**src/rtl/sft_pkg.sv**
```systemverilog
package sft_pkg;
  localparam int unsigned CODE_W = 14;
  localparam int unsigned SLOTS  = CODE_W + 2;

  typedef struct packed {
    logic              ovr;
    logic [CODE_W-1:0] code;
  } sft_result_t;
endpackage

```
**src/rtl/sft_sclk_gen.sv**
```systemverilog
module sft_sclk_gen (
  input  logic clk_i,
  input  logic rst_ni,
  output logic sclk_o,
  output logic rise_o
);
  logic sclk_q;

  always_ff @(posedge clk_i or negedge rst_ni) begin
    if (!rst_ni) sclk_q <= 1'b0;
    else         sclk_q <= ~sclk_q;
  end

  assign sclk_o = sclk_q;
  // next master edge produces a rising serial edge
  assign rise_o = ~sclk_q;
endmodule

```
**src/rtl/sft_conv_model.sv**
```systemverilog
module sft_conv_model import sft_pkg::*; #(
  parameter int unsigned CONV_CYCLES = 24
) (
  input  logic              clk_i,
  input  logic              rst_ni,
  input  logic              conv_n_i,
  input  logic [CODE_W-1:0] core_code_i,
  input  logic              core_ovr_i,
  output logic              start_o,
  output sft_result_t       result_o
);
  localparam int unsigned CNT_W = $clog2(CONV_CYCLES);

  logic              cv_d;
  logic              busy_q;
  logic [CNT_W-1:0]  cnt_q;
  sft_result_t       samp_q, res_q;

  assign start_o  = cv_d & ~conv_n_i & ~busy_q;
  assign result_o = res_q;

  always_ff @(posedge clk_i or negedge rst_ni) begin
    if (!rst_ni) begin
      cv_d   <= 1'b1;
      busy_q <= 1'b0;
      cnt_q  <= '0;
      samp_q <= '0;
      res_q  <= '0;
    end else begin
      cv_d <= conv_n_i;
      if (start_o) begin
        busy_q      <= 1'b1;
        cnt_q       <= '0;
        samp_q.ovr  <= core_ovr_i;
        samp_q.code <= core_code_i;
      end else if (busy_q) begin
        if (cnt_q == CNT_W'(CONV_CYCLES - 1)) begin
          busy_q <= 1'b0;
          res_q  <= samp_q;
        end else begin
          cnt_q <= cnt_q + 1'b1;
        end
      end
    end
  end


  result_hold_chk: assert property (@(posedge clk_i) disable iff (!rst_ni)
    !$stable(res_q) |-> $past(busy_q));
endmodule

```
**src/rtl/sft_shifter.sv**
```systemverilog
module sft_shifter import sft_pkg::*; (
  input  logic             clk_i,
  input  logic             rst_ni,
  input  logic             frame_n_i,
  input  logic             start_i,
  input  logic             rise_i,
  input  logic [SLOTS-1:0] word_i,
  output logic             sdo_o,
  output logic             sdo_en_o
);
  localparam int unsigned PTR_W = $clog2(SLOTS + 1);

  logic             active_q, en_q, sdo_q;
  logic [PTR_W-1:0] ptr_q;
  logic [SLOTS-1:0] sh_q;

  always_ff @(posedge clk_i or negedge rst_ni) begin
    if (!rst_ni) begin
      active_q <= 1'b0;
      en_q     <= 1'b0;
      sdo_q    <= 1'b0;
      ptr_q    <= '0;
      sh_q     <= '0;
    end else begin
      en_q <= ~frame_n_i;
      if (frame_n_i) begin
        active_q <= 1'b0;
        ptr_q    <= '0;
        sdo_q    <= 1'b0;
      end else if (start_i) begin
        active_q <= 1'b1;
        ptr_q    <= '0;
        sh_q     <= word_i;
      end else if (active_q && rise_i) begin
        if (ptr_q < PTR_W'(SLOTS)) begin
          sdo_q <= sh_q[SLOTS-1];
          sh_q  <= {sh_q[SLOTS-2:0], 1'b0};
          ptr_q <= ptr_q + 1'b1;
        end else begin
          sdo_q <= 1'b0;
        end
      end
    end
  end

  assign sdo_o    = sdo_q;
  assign sdo_en_o = en_q;


  tail_low_chk: assert property (@(posedge clk_i) disable iff (!rst_ni)
    (ptr_q == PTR_W'(SLOTS)) |-> !sdo_q);

  idle_clear_chk: assert property (@(posedge clk_i) disable iff (!rst_ni)
    !en_q |-> (ptr_q == '0) && !sdo_q);
endmodule

```
**src/rtl/sar_frame_tx.sv**
```systemverilog
module sar_frame_tx import sft_pkg::*; #(
  parameter int unsigned CONV_CYCLES = 24
) (
  input  logic              clk_i,
  input  logic              rst_ni,
  input  logic              mode_i,
  input  logic              conv_n_i,
  input  logic              fs_n_i,
  input  logic [CODE_W-1:0] core_code_i,
  input  logic              core_ovr_i,
  output logic              sclk_o,
  output logic              sdo_o,
  output logic              sdo_en_o
);
  logic             rise, conv_start, frame_n, fr_d, frame_start;
  sft_result_t      result;
  logic [SLOTS-1:0] word;

  sft_sclk_gen u_sclk (
    .clk_i  (clk_i),
    .rst_ni (rst_ni),
    .sclk_o (sclk_o),
    .rise_o (rise)
  );

  sft_conv_model #(.CONV_CYCLES(CONV_CYCLES)) u_conv (
    .clk_i       (clk_i),
    .rst_ni      (rst_ni),
    .conv_n_i    (conv_n_i),
    .core_code_i (core_code_i),
    .core_ovr_i  (core_ovr_i),
    .start_o     (conv_start),
    .result_o    (result)
  );

  assign frame_n = mode_i ? fs_n_i : conv_n_i;

  always_ff @(posedge clk_i or negedge rst_ni) begin
    if (!rst_ni) fr_d <= 1'b1;
    else         fr_d <= frame_n;
  end

  // mode 2 with frame-sync already low: each conversion start reframes
  assign frame_start = (fr_d & ~frame_n) | (mode_i & ~frame_n & conv_start);
  assign word        = {result.ovr, result.code, 1'b0};

  sft_shifter u_shift (
    .clk_i     (clk_i),
    .rst_ni    (rst_ni),
    .frame_n_i (frame_n),
    .start_i   (frame_start),
    .rise_i    (rise),
    .word_i    (word),
    .sdo_o     (sdo_o),
    .sdo_en_o  (sdo_en_o)
  );


  sdo_timing_chk: assert property (@(posedge clk_i) disable iff (!rst_ni)
    !$stable(sdo_o) |-> $rose(sclk_o) || $past(frame_start) || !sdo_en_o);

  conv_frame_chk: assert property (@(posedge clk_i) disable iff (!rst_ni)
    (!mode_i && conv_n_i) |=> !sdo_en_o);

  fs_frame_chk: assert property (@(posedge clk_i) disable iff (!rst_ni)
    (mode_i && fs_n_i) |=> !sdo_en_o);
endmodule

```
**config.mk**
```make
export PLATFORM = sky130hd
export DESIGN_NAME = sar_frame_tx
export DESIGN_NICKNAME = d
export VERILOG_FILES = /design/src/rtl/sft_pkg.sv /design/src/rtl/sft_sclk_gen.sv /design/src/rtl/sft_conv_model.sv /design/src/rtl/sft_shifter.sv /design/src/rtl/sar_frame_tx.sv
export SDC_FILE = /design/constraint.sdc
export NUM_CORES = 1
export LEC_CHECK = 0
export ABC_AREA = 0
export BUFFER_PORTS_ARGS = -buffer_cell sky130_fd_sc_hd__clkbuf_2
export CAP_MARGIN = 25
export CORE_MARGIN = 3
export CORE_UTILIZATION = 58
export DETAILED_ROUTE_END_ITERATION = 8
export PLACE_DENSITY = 0.78
export SYNTH_ARGS = -nofsm -noshare
export SYNTH_HDL_FRONTEND = slang
export SYNTH_SLANG_ARGS = --single-unit
```
**constraint.sdc**
```tcl
create_clock -name clk_i -period 2.2 [get_ports clk_i]
set_input_delay 0.11 -clock clk_i [delete_from_list [all_inputs] [get_ports clk_i]]
set_output_delay 0.11 -clock clk_i [all_outputs]
set_load 0.01 [all_outputs]
```
==> summary.md <==
| Metric | Value |
|---|---|
| Clock latency on the worst-skew pair | 0.33 ns |
| IO Port Bufs | 22 |
| Max H-tree Level | 3 |
| Dominant synthesized flop cell | dfrtp_1 |
| Die Ht | 72.3 µm |
| Endpoints failing setup | 0 |
| Longest Clk Path Bufs | 2 |
| Clk sinks | 62 |
| Routability cong. | 0.774 |
| Global-route wire length before repair | 8760 µm |
| WS Path Type | register to register |
| Most frequent cell after synthesis | dfrtp_1 |
| Ys Warns | 0 |
| Layout area overhead | 21.4% |
| DRC | 0 |
| Post-synth EDFFs | 0 |
| Clk slew on worst S/H paths | 0.07 ns |
| Worst path cell trace | or3b_4 > a211o_4 > o22ai_1 > a2bb2oi_1 |
| Synth area leader | dfrtp_1 |
| CP Launch Type | register |
| Slew @ Worst Pin | 0.666 ns |
| Core Rows | 23 |
| Slowest CP cell | or3b_4 |
| WP buf/inv | 0 |
| Fraction of layout cells with a size suffix above 1 | 0.252 |
| Final worst path period share | 0.752 |
| Avg Vias per Cell | 5.60 |
| ANT cells | 0 |
| # Post-CTS Setup Buffers | 0 |
| Final HPWL DP | 3120 µm |
| Area of the multi-input gates | 927 µm² |
| Post-synth cell types | 36 |
| DRT antenna net count | 0 |
| Async set-reset flop share out of synthesis | 1.00 |
| Mapped cell area | 2550 µm² |
| Largest net degree at the start of global routing | 29 |
| DIE WIDTH | 72.3 µm |
| Layout Cells excl Fill | 324 |
| Cell family with most CP delay | compound AO/OA/AOI/OAI gates |
| Synth area leaders | dfrtp_1 (59%), nand2_1 (8.2%), mux2_2 (6.6%) |
| Req. time, crit path | 2.41 ns |
| Peak Freq | 0.605 GHz |
| Worst ir drop on vdd | 901 µV |
| Fin nets | 291 |
| Endpoints failing hold | 0 |
| Avg Synthesized Cell Area | 11.6 µm² |
| Drt pass-1 iters | 4 |
| Leakage | 1.48 nW |
| Initial antenna violation count | 0 |
| Post-layout min period | 1.65 ns |
| Setup TNS Final | 0 ns |
| TritonCTS Buffers | 9 |
| Global route total overflow | 0 |
| Post-synth top cells | dfrtp_1 (60), nand2_1 (56), mux2_2 (15), o22ai_1 (15), a2bb2oi_1 (14) |
| Max-capacitance violation count | 0 |
| Power Density | 1150 nW/µm² |
| Crit. End Element | register |
| RSZ-0062 raised after global routing | false |
| Cells after Synth | 220 |
| Number of fill cells | 274 |
| Drt total wl | 5030 µm |
| I/O pin cnt | 23 |
| Final slew viol count | 0 |
| Maximum fanout along the worst path | 14 |
| Core area | 4120 µm² |
| Slew headroom | 0.555 |
| Mapped Nets | 242 |
| FF+latch count, synth | 62 |
| Vias in the first global route | 1875 |
| Top-area cell type share of the netlist area | 0.589 |
| Worst EP arrival | 1.86 ns |
| GRT Overall Usage | 0.225 |
| Die area | 5230 µm² |
| Root buffer cell | clkbuf_8 |
| Worst min-delay path category | input pin to register |
| DRT iter0 DRCs | 90 |
| Sequential share of the synthesized area | 0.609 |
| Status | complete, no violations |
| Clock Skew | 0.00897 ns |
| Total number of vias | 1816 |
| Register area | 1550 µm² |
| TritonCTS clock tree | yes |
| Crit-path max cell delay | 0.45 ns |
| Starting density of the core | 0.620 |
| Fin util | 0.753 |
| Placed cell count | 291 |
| Routed length per placed instance | 15.5 µm |
power breakdown:
group / total (mW) / switching [mW] / leakage [nW] / internal, mW
sequential: 1.84 / 0.279 / 0.779 / 1.56
clock: 0.995 / 0.411 / 0.0996 / 0.584
combinational: 0.737 / 0.336 / 0.600 / 0.401
logic make-up after synthesis:
family | after synthesis | share of synthesized area
xor+xnor | 3 | 0.0103
simple gates | 79 | 0.138
fa+ha+maj | 2 | 0.00981
flops | 62 | 0.609
compound gates | 45 | 0.135
buf+inv | 13 | 0.0270
mux | 16 | 0.0702
registers in the layout, summed over array words and instances, names as in the netlist:
register and count:
u_conv.result_o 15, u_conv.samp_q 15, u_shift.sh_q 15, u_conv.cnt_q 5, u_shift.ptr_q 5, fr_d 1, u_conv.busy_q 1, u_conv.cv_d 1
u_sclk.sclk_o 1, u_shift.active_q 1, u_shift.sdo_en_o 1, u_shift.sdo_o 1
worst register-to-register path: stages (launching register included):
cell and delay, ns:
dfrtp_1 0.42, or3b_4 0.45, a211o_4 0.41, o22ai_1 0.16, a2bb2oi_1 0.10
timing repair:
action,4_1_cts,5_1_grt
hold endpoints to repair,25,0
gates resized for setup,0,0
hold buffers,17,0
per-stage QoR:
stage	instance area, µm²	power (mW)	setup slack (ns)	hold WS (ns)
global placement	2730	2.51	0.612	-0.0238
global route	3100	3.81	0.424	0.0840
floorplan	2550	2.33	0.542	-0.186
CTS	3100	3.59	0.518	0.0724
finish	3100	3.57	0.546	0.0850
detailed placement	2730	2.57	0.547	-0.0173
layer usage:
layer | vias up | global-route usage | share of wire
li1 | 879 | - | -
met1 | 898 | 0.295 | 0.45
met2 | 30 | 0.345 | 0.48
met3 | 9 | 0.0499 | 0.040
met4 | 0 | 0.129 | 0.024
met5 | - | 0 | 0
final timing paths:
kind / slack (ns) / endpoint / from / depth (start not counted)
max: 0.55 / u_shift.sh_q[12] / u_sclk.sclk_o / 4
min: 0.09 / fr_d / fs_n_i / 3
max reg2reg: 0.55 / u_shift.sh_q[12] / u_sclk.sclk_o / 4
min reg2reg: 0.47 / u_conv.samp_q[1] / u_conv.samp_q[1] / 2
max in group asynchronous: 1.36 / fr_d / rst_ni / 3
min in group asynchronous: 0.18 / u_conv.samp_q[8] / rst_ni / 2
layout by cell type, fill, tap and decap left out, types with 2 or more instances in the layout:
| cell | instances |
|---|---|
| nand4_1 | 3 |
| ha_1 | 2 |
| clkbuf_8 | 11 |
| clkbuf_2 | 22 |
| nand3_1 | 3 |
| clkbuf_1 | 2 |
| xor2_1 | 2 |
| dfstp_2 | 2 |
| mux2_2 | 15 |
| nor2_1 | 6 |
| o22ai_1 | 15 |
| a21oi_4 | 2 |
| o21ai_0 | 5 |
| nand2_1 | 56 |
| a21oi_1 | 5 |
| inv_1 | 4 |
| dfrtp_1 | 60 |
| dlygate4sd3_1 | 17 |
| buf_4 | 7 |
| a2bb2oi_1 | 14 |
cell type report:
cell class	count	area share
sequential	62	0.502
multi-input combinational	145	0.299
timing repair buffer	46	0.107
clock buffer	13	0.0513
tap	50	0.0202
clock inverter	3	0.0137
inverter	5	0.00606
Power figures use the tool's default switching activity.
